<file path="src/rtl/ycc_fmt_pkg.sv">
package ycc_fmt_pkg;
    parameter int unsigned PIX_W = 8;

    typedef enum logic [1:0] {
        MODE_WIDE     = 2'd0,
        MODE_BYTE_IN  = 2'd1,
        MODE_BYTE_OUT = 2'd2
    } fmt_mode_e;

    typedef enum logic [1:0] {
        PH_CB = 2'd0,
        PH_Y0 = 2'd1,
        PH_CR = 2'd2,
        PH_Y1 = 2'd3
    } pair_phase_e;

    typedef struct packed {
        logic [PIX_W-1:0] yo;
        logic [PIX_W-1:0] co;
        logic             hs;
        logic             vs;
    } out_word_t;
endpackage

</file>
<file path="src/rtl/ycc_mode_ctrl.sv">
module ycc_mode_ctrl
    import ycc_fmt_pkg::*;
(
    input  logic      clk,
    input  logic      rst_n,
    input  logic      vs_in,
    input  logic      in_byte,
    input  logic      in_embedded,
    input  logic      out_byte_req,
    output fmt_mode_e mode_q
);
    logic      vs_prev;
    logic      vs_rise;
    fmt_mode_e mode_d;
    fmt_mode_e mode_req;

    assign vs_rise = vs_in & ~vs_prev;

    // decode of the requested format, qualified by the input width
    always_comb begin
        unique case ({in_byte | in_embedded, out_byte_req})
            2'b10:   mode_req = MODE_BYTE_IN;
            2'b11:   mode_req = MODE_BYTE_OUT;
            default: mode_req = MODE_WIDE;
        endcase
    end

    // every state moves to the requested one on a vsync rise, else holds
    always_comb begin
        mode_d = mode_q;
        unique case (mode_q)
            MODE_WIDE:     if (vs_rise) mode_d = mode_req;
            MODE_BYTE_IN:  if (vs_rise) mode_d = mode_req;
            MODE_BYTE_OUT: if (vs_rise) mode_d = mode_req;
            default:       mode_d = MODE_WIDE;
        endcase
    end

    always_ff @(posedge clk) begin
        if (!rst_n) begin
            mode_q  <= MODE_WIDE;
            vs_prev <= 1'b0;
        end else begin
            mode_q  <= mode_d;
            vs_prev <= vs_in;
        end
    end

    assert_mode_hold_R8: assert property (@(posedge clk) disable iff (!rst_n)
        !vs_rise |=> $stable(mode_q));

    assert_wide_qual_R2: assert property (@(posedge clk) disable iff (!rst_n)
        (vs_rise && !in_byte && !in_embedded) |=> (mode_q == MODE_WIDE));
endmodule

</file>
<file path="src/rtl/ycc_pair_sequencer.sv">
module ycc_pair_sequencer
    import ycc_fmt_pkg::*;
(
    input  logic             clk,
    input  logic             rst_n,
    input  logic [PIX_W-1:0] y_in,
    input  logic [PIX_W-1:0] c_in,
    input  logic             hs_in,
    input  logic             vs_in,
    input  logic             byte_out,
    output out_word_t        word
);
    logic        hs_prev;
    logic        hs_rise;
    pair_phase_e phase_q;
    pair_phase_e phase_now;
    pair_phase_e phase_d;

    assign hs_rise   = hs_in & ~hs_prev;
    assign phase_now = hs_rise ? PH_CB : phase_q;

    always_comb begin
        unique case (phase_now)
            PH_CB: phase_d = PH_Y0;
            PH_Y0: phase_d = PH_CR;
            PH_CR: phase_d = PH_Y1;
            PH_Y1: phase_d = PH_CB;
            default: phase_d = PH_CB;
        endcase
    end

    always_ff @(posedge clk) begin
        if (!rst_n) begin
            phase_q <= PH_CB;
            hs_prev <= 1'b0;
        end else begin
            phase_q <= phase_d;
            hs_prev <= hs_in;
        end
    end

    // output process: pick the sample presented on the luma bus
    always_comb begin
        word.co = c_in;
        word.hs = hs_in;
        word.vs = vs_in;
        word.yo = y_in;
        if (byte_out) begin
            unique case (phase_now)
                PH_CB, PH_CR: word.yo = c_in;
                PH_Y0, PH_Y1: word.yo = y_in;
                default:      word.yo = y_in;
            endcase
        end
    end

    assert_phase_restart_R4: assert property (@(posedge clk) disable iff (!rst_n)
        hs_rise |=> (phase_q == PH_Y0));

    assert_phase_step_R4: assert property (@(posedge clk) disable iff (!rst_n)
        !hs_rise |=> (2'(phase_q) == 2'($past(phase_q) + 2'd1)));
endmodule

</file>
<file path="src/rtl/ycc_align_delay.sv">
module ycc_align_delay
    import ycc_fmt_pkg::*;
#(
    parameter int unsigned LAT_WIDE     = 32,
    parameter int unsigned LAT_BYTE_IN  = 64,
    parameter int unsigned LAT_BYTE_OUT = 66
) (
    input  logic      clk,
    input  logic      rst_n,
    input  fmt_mode_e mode,
    input  out_word_t word,
    output out_word_t tap
);
    localparam int unsigned MAX_A = (LAT_WIDE > LAT_BYTE_IN) ? LAT_WIDE : LAT_BYTE_IN;
    localparam int unsigned DEPTH = (MAX_A > LAT_BYTE_OUT) ? MAX_A : LAT_BYTE_OUT;
    localparam int unsigned IDX_W = (DEPTH > 1) ? $clog2(DEPTH) : 1;

    out_word_t        line_q [DEPTH];
    logic [IDX_W-1:0] tap_idx;

    always_ff @(posedge clk) begin
        if (!rst_n) begin
            for (int i = 0; i < DEPTH; i++) line_q[i] <= '0;
        end else begin
            line_q[0] <= word;
            for (int i = 1; i < DEPTH; i++) line_q[i] <= line_q[i-1];
        end
    end

    always_comb begin
        unique case (mode)
            MODE_BYTE_IN:  tap_idx = IDX_W'(LAT_BYTE_IN - 1);
            MODE_BYTE_OUT: tap_idx = IDX_W'(LAT_BYTE_OUT - 1);
            default:       tap_idx = IDX_W'(LAT_WIDE - 1);
        endcase
    end

    assign tap = line_q[tap_idx];

    // the two narrow-input taps are two stages apart
    assert_narrow_taps_R7: assert property (@(posedge clk) disable iff (!rst_n)
        $past(rst_n, 2) |-> (line_q[LAT_BYTE_OUT-1] == $past(line_q[LAT_BYTE_IN-1], 2)));
endmodule

</file>
<file path="src/rtl/ycc_out_formatter.sv">
module ycc_out_formatter
    import ycc_fmt_pkg::*;
#(
    parameter int unsigned LAT_WIDE     = 32,
    parameter int unsigned LAT_BYTE_IN  = 64,
    parameter int unsigned LAT_BYTE_OUT = 66
) (
    input  logic             clk,
    input  logic             rst_n,
    input  logic [PIX_W-1:0] y_in,
    input  logic [PIX_W-1:0] c_in,
    input  logic             hs_in,
    input  logic             vs_in,
    input  logic             in_byte,
    input  logic             in_embedded,
    input  logic             out_byte_req,
    output logic [PIX_W-1:0] yo,
    output logic [PIX_W-1:0] co,
    output logic             co_oe,
    output logic             ohs,
    output logic             ovs
);
    fmt_mode_e mode_q;
    out_word_t word;
    out_word_t tap;
    logic      byte_out;

    ycc_mode_ctrl u_mode (
        .clk         (clk),
        .rst_n       (rst_n),
        .vs_in       (vs_in),
        .in_byte     (in_byte),
        .in_embedded (in_embedded),
        .out_byte_req(out_byte_req),
        .mode_q      (mode_q)
    );

    assign byte_out = (mode_q == MODE_BYTE_OUT);

    ycc_pair_sequencer u_seq (
        .clk     (clk),
        .rst_n   (rst_n),
        .y_in    (y_in),
        .c_in    (c_in),
        .hs_in   (hs_in),
        .vs_in   (vs_in),
        .byte_out(byte_out),
        .word    (word)
    );

    ycc_align_delay #(
        .LAT_WIDE    (LAT_WIDE),
        .LAT_BYTE_IN (LAT_BYTE_IN),
        .LAT_BYTE_OUT(LAT_BYTE_OUT)
    ) u_dly (
        .clk  (clk),
        .rst_n(rst_n),
        .mode (mode_q),
        .word (word),
        .tap  (tap)
    );

    assign co_oe = ~byte_out;
    assign co    = co_oe ? tap.co : '0;
    assign yo    = tap.yo;
    assign ohs   = tap.hs;
    assign ovs   = tap.vs;
endmodule

</file>
<file path="config.mk">
export PLATFORM = sky130hd
export DESIGN_NAME = ycc_out_formatter
export DESIGN_NICKNAME = d
export VERILOG_FILES = /design/src/rtl/ycc_fmt_pkg.sv /design/src/rtl/ycc_mode_ctrl.sv /design/src/rtl/ycc_pair_sequencer.sv /design/src/rtl/ycc_align_delay.sv /design/src/rtl/ycc_out_formatter.sv
export SDC_FILE = /design/constraint.sdc
export NUM_CORES = 1
export LEC_CHECK = 0
export ABC_AREA = 1
export BUFFER_PORTS_ARGS = -buffer_cell sky130_fd_sc_hd__buf_4
export CELL_PAD_IN_SITES_DETAIL_PLACEMENT = 1
export CELL_PAD_IN_SITES_GLOBAL_PLACEMENT = 1
export CORE_ASPECT_RATIO = 1.75
export CORE_UTILIZATION = 47
export DETAILED_ROUTE_END_ITERATION = 6
export PLACE_DENSITY = 0.86
export SLEW_MARGIN = 20
export SYNTH_ARGS = -nofsm -noshare
export SYNTH_HDL_FRONTEND = slang
export SYNTH_SLANG_ARGS = --single-unit
</file>
<file path="constraint.sdc">
create_clock -name clk -period 1.45 [get_ports clk]
set_clock_uncertainty 0.15 [all_clocks]
set_input_delay 0.29 -clock clk [delete_from_list [all_inputs] [get_ports clk]]
set_output_delay 0.29 -clock clk [all_outputs]
set_load 0.005 [all_outputs]
</file>
==> flow_metrics.env, run 1 <==
export IMPL_yosys_warnings=0
export IMPL_p_sw_mw=13.1
export IMPL_num_rows=129
export IMPL_die_area_um2=72800
export IMPL_synthArstFlopShare_pct=0
export IMPL_synth_net_count=3798
export IMPL_arrival_ns=1.83
export IMPL_highest_layer="met5"
export IMPL_synth_area_per_cell_um2=8.92
export IMPL_syn_inst=3775
export IMPL_rrSetupSlack_ns=0.07
export IMPL_min_to="u_dly.line_q[0][9]"
export IMPL_grt_ovfl_total=0
export IMPL_yosysTopAreaCellShare_pct=69.8
export IMPL_instances_no_fill=4868
export IMPL_period_needed_ns=2.27
export IMPL_yosysSeqAreaShare_pct=69.8
export IMPL_r2r_end="u_dly.line_q[0][16]"
export IMPL_grt_max_degree=88
export IMPL_tns_ns=-14.53
export IMPL_gp_congestion=0.732
export IMPL_met3_wirelength_um=2470
export IMPL_finalSetupViolations=19
export IMPL_syn_area_um2=33700
export IMPL_final_area_um2=38900
export IMPL_ir_worst_vdd_uv=1140
export IMPL_max_slew_worst_pin_slew_ns=0.605
export IMPL_fp_dieW_um=204
export IMPL_yosysTopAreaCell="dfxtp_1"
export IMPL_seqPwrFrac_pct=53.2
export IMPL_wirelength_um=83600
export IMPL_dp_hpwl_um=39500
export IMPL_synth_edf_count=0
export IMPL_vias=21288
export IMPL_rr_worst_depth=6
export IMPL_clk_path_buf_depth=3
export IMPL_wl_met1_um=30200
export IMPL_fin_nets=3894
export IMPL_drc=0
export IMPL_grt_pass1_vias=24746
export IMPL_critPathKind="reg -> out"
export IMPL_grt_pass1_wl_um=131000
export IMPL_track_usage_pct=23.4
export IMPL_initial_core_util_pct=47.5
export IMPL_dr_wl_met2_um=47200
export IMPL_p_leak_nw=24.5
export IMPL_antenna_found_initial=3
export IMPL_viasPerCell=4.37
export IMPL_htree_levels=3
export IMPL_crit_required_ns=1.01
export IMPL_comb_power_share_pct=2.3
export IMPL_synth_most_common_cell="nand2_1"
export IMPL_rsz0062_at_grt="yes"
export IMPL_power_density_nw_per_um2=1570
export IMPL_slew_headroom_pct=59.7
export IMPL_dieHeight_um=356
export IMPL_timing_rr_start="u_dly.line_q[0][1]"
export IMPL_slew_violations=0
export IMPL_hold_depth=4
export IMPL_synthDistinctLibCells=15
export IMPL_tritoncts="done"
export IMPL_sw_frac_of_total_pct=21.6
export IMPL_root_buffer="clkbuf_16"
export IMPL_maxCapViolCount=0
export IMPL_critPathMaxFanout=5
export IMPL_cts_sinks=1175
export IMPL_placed_area_um2=35200
export IMPL_clk_transition_reported_paths_ns=0.07
export IMPL_synth_area_leaders="dfxtp_1 70%, nand2_1 13%, inv_1 13%"
export IMPL_hold_path_class="in -> reg"
export IMPL_placed_cells=4659
export IMPL_drive_above_1_share_pct=7.67
export IMPL_drt_pass1_iter_count=5
export IMPL_critical_path_startpoint_type="flip-flop"
export IMPL_min_from="c_in[7]"
export IMPL_status="finished, violations left"
export IMPL_drtAntennaViolNets=0
export IMPL_cp_end_kind="output port"
export IMPL_yosys_top_cells_count="1205 x nand2_1, 1186 x inv_1, 1175 x dfxtp_1"
export IMPL_ys_flop_type="dfxtp_1"
export IMPL_core_area_um2=70900
export IMPL_min_period_over_period_pct=156
export IMPL_worst_skew_pair_late_latency_ns=0.68
export IMPL_area_growth_pct=15.4
export IMPL_dr_first_iter_drc_count=986
export IMPL_wl_per_cell_um=17.2
export IMPL_io_pins=42
export IMPL_cts_buffers=98
export IMPL_dp_slack_ns=-0.219
export IMPL_port_buffer_count=41
export IMPL_max_freq_mhz=441
export IMPL_violations="negative setup slack"
export IMPL_worst_slack_ns=-0.816
export IMPL_p_int_mw=47.7
export IMPL_power_frac_clock_pct=44.5
export IMPL_ys_seq_elements=1175
export IMPL_hold_viol=0
==> placed cells by master, fill, tap and decap left out, types with 19 or more instances in the layout <==
master	synthesis	layout
buf_12	0	31
inv_1	1186	1184
dlygate4sd3_1	0	22
nand2_1	1205	1193
clkinv_2	0	19
clkbuf_1	1	23
clkbuf_16	0	99
buf_4	34	76
dfxtp_1	1175	1173
nor2_1	25	21
==> registers in the layout (all words and copies together) (netlist names) <==
signal,flops
u_seq.phase_q,1
u_dly.line_q,1172
u_mode.mode_q,2
==> worst max-delay path, stage by stage (launching register included) <==
cell and delay, ns:
dfxtp_2 0.34, inv_4 0.08, nand2_8 0.08, buf_12 0.14, buf_4 0.16, nand2_2 0.07, o211ai_2 0.09, nand2_1 0.08
buf_4 0.10
==> per-layer routing <==
layer	up-vias	track usage, %
met5	-	0
met4	2	11.6
met3	197	3.60
met1	10419	22.9
li1	10357	-
met2	313	46.4
==> power by group through the flow <==
| stage | Combinational (mW) | Clock, mW | Sequential (mW) |
|---|---|---|---|
| after floorplan | 0.750 | 0 | 33.1 |
| after global placement | 1.15 | 0 | 33.1 |
| after detailed placement | 1.19 | 0 | 33.1 |
| after CTS | 1.33 | 27.6 | 32.4 |
| after global routing | 1.49 | 28.8 | 32.4 |
| final | 1.39 | 27.1 | 32.4 |
==> kinds of logic after synthesis <==
| group | Yosys count | share of synthesized area (%) |
|---|---|---|
| compound gates | 34 | 0.735 |
| buf+inv | 1327 | 15.6 |
| flops | 1175 | 69.8 |
| simple gates | 1239 | 13.9 |
==> through the flow <==
| stage | power (mW) | utilization (%) | hold slack [ns] |
|---|---|---|---|
| floorplan | 33.9 | - | 0.233 |
| global placement | 34.3 | 49.7 | 0.238 |
| detailed placement | 34.3 | 49.7 | 0.248 |
| CTS | 61.3 | 54.8 | 0.162 |
| global route | 62.7 | 54.9 | 0.234 |
| finish | 60.9 | 54.9 | 0.227 |
==> worst max path at each step <==
stage,from,endpoint,slack [ns]
3_3_place_gp,u_mode.mode_q[1],co[5],-0.14
3_5_place_dp,u_mode.mode_q[1],co[1],-0.22
6_report,u_mode.mode_q[1],yo[0],-0.82
5_1_grt,u_mode.mode_q[1],co[4],-0.90
4_1_cts,u_mode.mode_q[1],co[5],-0.83
2_1_floorplan,u_mode.mode_q[1],ohs,0.04
==> area by class of cell <==
| type | count | area, um2 |
|---|---|---|
| Multi-Input combinational cell | 1273 | 4990 |
| Inverter | 1188 | 4470 |
| Clock buffer | 138 | 2770 |
| Fill cell | 7985 | 32000 |
| Sequential cell | 1175 | 23500 |
| Clock inverter | 41 | 459 |
| Tap cell | 917 | 1150 |
| Antenna cell | 1 | 2.50 |
| Timing Repair Buffer | 135 | 1510 |
==> what timing repair did <==
item,CTS,global route
setup buffers,3,1
pin swaps,9,8
gates cloned,1,1
hold endpoints to repair,47,1
gates resized for setup,26,14
endpoints found under the setup margin,19,30
hold buffers,23,1
No activity file was read; power rests on OpenSTA's default activity.
==> run 2: changes to the inputs <==
- CELL_PAD_IN_SITES_DETAIL_PLACEMENT: 1 -> not set
- CELL_PAD_IN_SITES_GLOBAL_PLACEMENT: 1 -> not set
- CORE_UTILIZATION: 47 -> 58
- PLACE_DENSITY: 0.86 -> 0.83
==> run 2 against run 1 <==
Compared with the run above: the run still ends with negative setup slack left; first-iteration DRC count rose by 7.2%; sequential power is essentially flat; routed wire length fell by 41%; worst hold slack lost 0.18 ns; sequential share of layout area rose by 0.85 points; final cell count down 3.6%; maximum frequency grew 2.5%; critical path type unchanged; critical endpoint unchanged; largest power group unchanged.
==> flow_metrics.env, run 2 (synthesized netlist as in run 1, its figures left out) <==
export IMPL_clk_path_buf_depth=3
export IMPL_clk_transition_reported_paths_ns=0.07
export IMPL_dr_first_iter_drc_count=1057
export IMPL_die_area_um2=59100
export IMPL_regMostFlops="u_dly.line_q"
export IMPL_violations="negative setup slack"
export IMPL_vias=19635
export IMPL_crit_buf_inv=3
export IMPL_antenna_found_initial=1
export IMPL_critical_path_startpoint_type="flip-flop"
export IMPL_placed_cells=4496
export IMPL_htree_levels=3
export IMPL_period_needed_ns=2.21
export IMPL_rr_worst_depth=7
export IMPL_dieHeight_um=321
export IMPL_track_usage_pct=17.4
export IMPL_instances_no_fill=4693
export IMPL_grt_max_degree=77
export IMPL_critPathMaxFanout=7
export IMPL_core_area_um2=57300
export IMPL_drc=0
export IMPL_largest_reg_flops=1172
export IMPL_reg_largest_list="u_dly.line_q: 1172 flops, u_mode.mode_q: 2 flops, u_seq.phase_q: 1 flops"
export IMPL_cts_sinks=1175
export IMPL_arrival_ns=1.77
export IMPL_path_cells="inv_2 -> nand2_4 -> bufbuf_16 -> nand2_1 -> o211ai_2 -> nand2_1 -> buf_6"
export IMPL_critPathKind="reg -> out"
export IMPL_crit_slowest_cell="dfxtp_2"
export IMPL_gp_congestion=0.779
export IMPL_maxCapViolCount=0
export IMPL_cts_buffers=92
export IMPL_cp_end_kind="output port"
export IMPL_layout_commonest_cell="nand2_1"
export IMPL_wl_per_cell_um=10.6
export IMPL_min_period_over_period_pct=152
export IMPL_rrSetupSlack_ns=-0.06
export IMPL_crit_family="buffers and inverters"
export IMPL_dp_hpwl_um=26100
export IMPL_grt_ovfl_total=0
export IMPL_crit_cells=7
export IMPL_worst_skew_pair_late_latency_ns=0.63
export IMPL_grt_pass1_vias=19479
export IMPL_drt_pass1_iter_count=5
export IMPL_num_rows=116
export IMPL_rsz0062_at_grt="yes"
export IMPL_fin_nets=3873
export IMPL_p_leak_nw=24.4
export IMPL_crit_top_cell="nand2_1"
export IMPL_worst_slack_ns=-0.760
export IMPL_hold_viol=0
export IMPL_hold_path_class="in -> reg"
export IMPL_status="finished, violations left"
export IMPL_slowest_delay_ns=0.33
export IMPL_tritoncts="done"
export IMPL_timing_rr_start="u_mode.mode_q[1]"
export IMPL_max_slew_worst_pin_slew_ns=0.536
export IMPL_grt_pass1_wl_um=84300
export IMPL_max_freq_mhz=452
export IMPL_slew_violations=0
export IMPL_io_pins=42
export IMPL_wirelength_um=49700
export IMPL_area_growth_pct=13.8
export IMPL_viasPerCell=4.18
export IMPL_layout_common_cells="1203 x nand2_1, 1184 x inv_1, 1173 x dfxtp_1, 94 x clkbuf_16, 59 x buf_4"
export IMPL_power_density_nw_per_um2=1530
export IMPL_critPathCapture="yo[0]"
export IMPL_drive_above_1_share_pct=6.80
export IMPL_finalSetupViolations=25
export IMPL_fin_util_pct=66.9
export IMPL_crit_required_ns=1.01
export IMPL_port_buffer_count=41
export IMPL_initial_core_util_pct=58.8
export IMPL_crit_start="u_mode.mode_q[1]"
export IMPL_r2r_end="u_dly.line_q[0][11]"
export IMPL_ir_worst_vdd_uv=1360
export IMPL_slew_headroom_pct=64.2
export IMPL_drtAntennaViolNets=0
export IMPL_root_buffer="clkbuf_16"
export IMPL_fp_dieW_um=184
run 2: cell count changes in the layout (fill, tap and decap cells not counted), sizes merged:
cell	delta
diode	+1
dlymetal6s4s	-1
clkinvlp	-1
bufbuf	+1
clkinv	-7
buf	-14
clkbuf	-1
bufinv	-2
dlygate4sd3	-1
run 2: routing by layer:
layer | share of wire [%] | track usage (%) | vias to the layer above
met3 | 3.6 | 3.22 | 100
met1 | 40 | 18.5 | 8987
met4 | 3.0 | 7.22 | 0
met5 | 0 | 0 | -
li1 | - | - | 10321
met2 | 53 | 33.1 | 227
run 2: worst min-delay path by stage:
stage,end,cells after the start,from
2_1_floorplan,u_dly.line_q[0][1],2,hs_in
3_3_place_gp,u_dly.line_q[2][1],2,u_dly.line_q[1][1]
3_5_place_dp,u_dly.line_q[56][11],2,u_dly.line_q[55][11]
4_1_cts,u_mode.mode_q[0],4,in_embedded
5_1_grt,u_mode.mode_q[0],4,in_embedded
6_report,u_mode.mode_q[0],4,in_embedded
run 2: worst reg2reg max path, stage by stage (launching register included):
cell	delay, ns
dfxtp_2	0.34
inv_2	0.06
buf_6	0.12
nor2_4	0.14
buf_4	0.29
nand3_1	0.17
nand2_1	0.11
nor2_1	0.04
run 2: report_power, final:
| group | switching (mW) | total [mW] | leakage [nW] | internal [mW] |
|---|---|---|---|---|
| Sequential | 0.0337 | 32.4 | 9.47 | 32.4 |
| Clock | 10.9 | 25.1 | 1.52 | 14.2 |
| Combinational | 0.767 | 1.26 | 13.4 | 0.495 |
| Total | 11.7 | 58.8 | 24.4 | 47.0 |
run 2: area by class of cell:
type,instances,area (um2)
fill,3855,19000
inverter,1188,4470
sequential,1175,23500
clock inverter,31,362
antenna,2,5.00
clock buffer,137,2720
multi-input combinational,1273,4930
timing repair buffer,120,1370
tap,767,960
run 2: stage by stage:
step | setup WS (ns) | area [um2] | power [mW] | hold slack (ns) | setup TNS [ns]
2_1_floorplan | 0.0430 | 33700 | 33.9 | 0.233 | 0
3_3_place_gp | -0.127 | 34900 | 34.2 | 0.238 | -0.965
3_5_place_dp | -0.164 | 34900 | 34.2 | 0.245 | -1.23
4_1_cts | -0.747 | 38200 | 59.2 | 0.00955 | -13.76
5_1_grt | -0.860 | 38300 | 60.8 | 0.0390 | -16.11
6_report | -0.760 | 38300 | 58.8 | 0.0504 | -13.99
run 2: repair_timing:
item / in CTS / in global routing
hold buffers: 21 / 0
setup buffers: 2 / 0
cloned: 2 / 2
endpoints found under the hold margin: 72 / 0
resized for setup: 9 / 24
pin swaps: 3 / 16
setup endpoints to repair: 19 / 28
==> run 3: changes to the inputs <==
- CTS_BUF_LIST: not set -> sky130_fd_sc_hd__clkbuf_16
==> run 3 against run 2 <==
Compared with the run above: the flow still finishes with violations (negative setup slack); critical path depth unchanged; worst setup slack got worse by 0.012 ns; register-to-register slack gained 0.03 ns; clock-buffer cell count shrank 44; die area is the same; design area is 0.62% lower; combinational power about the same; final cell count barely moved; largest cell class unchanged; worst hold slack better by 0.0081 ns; first-iteration DRC count down 2.3%; clock power decreased by 6%; largest power group unchanged.
==> flow_metrics.env, run 3 (synthesized netlist as in run 1, its figures left out) <==
export IMPL_status="finished, violations left"
export IMPL_violations="negative setup slack"
export IMPL_arrival_ns=1.78
export IMPL_worst_skew_pair_late_latency_ns=0.62
export IMPL_io_pins=42
export IMPL_layout_common_cells="1205 x inv_1, 1204 x nand2_1, 1173 x dfxtp_1, 94 x clkbuf_16, 60 x buf_4"
export IMPL_placed_area_um2=34900
export IMPL_path_cells="inv_2 -> nand2_4 -> bufbuf_16 -> nand2_1 -> o211ai_2 -> nand2_1 -> buf_6"
export IMPL_die_area_um2=59100
export IMPL_dieHeight_um=321
export IMPL_ir_worst_vdd_uv=1290
export IMPL_maxCapViolCount=0
export IMPL_layout_commonest_cell="inv_1"
export IMPL_drt_pass1_iter_count=5
export IMPL_fin_nets=3873
export IMPL_num_rows=116
export IMPL_max_freq_mhz=450
export IMPL_tns_ns=-13.77
export IMPL_p_leak_nw=24.3
export IMPL_clk_path_buf_depth=3
export IMPL_grt_busiest_layer="met2"
export IMPL_crit_buf_inv=3
export IMPL_fp_dieW_um=184
export IMPL_area_growth_pct=13.1
export IMPL_crit_required_ns=1.01
export IMPL_drc=0
export IMPL_use_met1_pct=18.3
export IMPL_drive_above_1_share_pct=6.22
export IMPL_initial_core_util_pct=58.8
export IMPL_grt_ovfl_total=0
export IMPL_fin_util_pct=66.5
export IMPL_critical_path_startpoint_type="flip-flop"
export IMPL_cp_end_kind="output port"
export IMPL_hold_viol=0
export IMPL_max_slew_worst_pin_slew_ns=0.491
export IMPL_vias=19677
export IMPL_grt_pass1_wl_um=83800
export IMPL_cts_buffers=92
export IMPL_hold_path_class="in -> reg"
export IMPL_grt_use_met2_pct=33.0
export IMPL_slew_violations=0
export IMPL_crit_family="buffers and inverters"
export IMPL_cts_sinks=1175
export IMPL_period_needed_ns=2.22
export IMPL_power_density_nw_per_um2=1500
export IMPL_antenna_found_initial=1
export IMPL_port_buffer_count=41
export IMPL_root_buffer="clkbuf_16"
export IMPL_min_period_over_period_pct=153
export IMPL_worst_slack_ns=-0.772
export IMPL_viasPerCell=4.19
export IMPL_tritoncts="done"
export IMPL_clk_transition_reported_paths_ns=0.07
export IMPL_reg_largest_list="u_dly.line_q: 1172 flops, u_mode.mode_q: 2 flops, u_seq.phase_q: 1 flops"
export IMPL_wl_per_cell_um=10.5
export IMPL_grt_pass1_vias=19472
export IMPL_drtAntennaViolNets=0
export IMPL_crit_top_cell="nand2_1"
export IMPL_final_area_um2=38100
export IMPL_regMostFlops="u_dly.line_q"
export IMPL_critPathMaxFanout=7
export IMPL_critPathKind="reg -> out"
export IMPL_track_usage_pct=17.2
export IMPL_dp_hpwl_um=26100
export IMPL_grt_max_degree=77
export IMPL_grt_util_met3_pct=2.80
export IMPL_finalSetupViolations=21
export IMPL_largest_reg_flops=1172
export IMPL_htree_levels=3
export IMPL_slew_headroom_pct=67.2
export IMPL_wirelength_um=49200
export IMPL_rsz0062_at_grt="yes"
export IMPL_dr_first_iter_drc_count=1033
export IMPL_gp_congestion=0.779
export IMPL_slowest_delay_ns=0.34
export IMPL_core_area_um2=57300
export IMPL_crit_slowest_cell="dfxtp_2"
==> run 3: cell types whose count changed in the layout (fill, tap and decap cells not counted) <==
cell and change:
buf_4 +1, nand2_2 -1, nor2_1 -1, nor2_2 +1, diode_2 -1, clkbuf_8 -23, clkbuf_1 -21, clkinv_1 +23
o21ai_1 -2, nand2_1 +1, o21ai_0 +2, inv_1 +21, buf_6 -1
==> run 3: final timing paths <==
kind,startpoint,endpoint,slack (ns),cells past startpoint
setup / recovery,u_mode.mode_q[1],yo[2],-0.77,7
hold / removal,in_embedded,u_mode.mode_q[0],0.06,4
setup reg to reg,u_mode.mode_q[1],u_dly.line_q[0][16],-0.03,7
hold reg to reg,u_dly.line_q[4][6],u_dly.line_q[5][6],0.25,2
==> run 3: routing by layer <==
metal / vias up / wire, um
met3: 122 / 1610
met1: 8980 / 20100
met2: 254 / 26000
li1: 10321 / -
met4: 0 / 1600
met5: - / 0
==> run 3: cell type report <==
class	instances	area, um2
Fill cell	3911	19200
Clock inverter	75	527
Tap cell	767	960
Clock buffer	93	2330
Inverter	1188	4470
Timing Repair Buffer	120	1360
Antenna cell	1	2.50
Sequential cell	1175	23500
Multi-Input combinational cell	1273	4930
==> run 3: worst min-delay path: cells and delay by family <==
kind,cells,cell delay (ns)
buffers and inverters,2,0.26
AO/OA/AOI/OAI,2,0.23
==> run 3: power by group <==
part           leakage, nW  internal, mW  switching, mW
Combinational         13.4         0.491          0.764
Clock                 1.47          12.8           10.9
Sequential            9.47          32.4         0.0324
==> run 3: through the flow <==
step | setup WS [ns] | hold slack [ns] | std cells | power (mW)
4_1_cts | -0.741 | 0.0150 | 4689 | 57.8
6_report | -0.772 | 0.0585 | 4692 | 57.3
3_3_place_gp | -0.127 | 0.238 | 4496 | 34.2
5_1_grt | -0.846 | 0.0436 | 4692 | 59.3
2_1_floorplan | 0.0430 | 0.233 | 3775 | 33.9
3_5_place_dp | -0.164 | 0.245 | 4496 | 34.2
==> run 3: repair_timing <==
action / in CTS / in global routing
setup endpoints to repair: 19 / 31
resized for setup: 9 / 21
pin swaps: 3 / 7
hold endpoints to repair: 57 / 0
setup buffers: 2 / 0
cloned: 2 / 2
hold buffers: 21 / 0
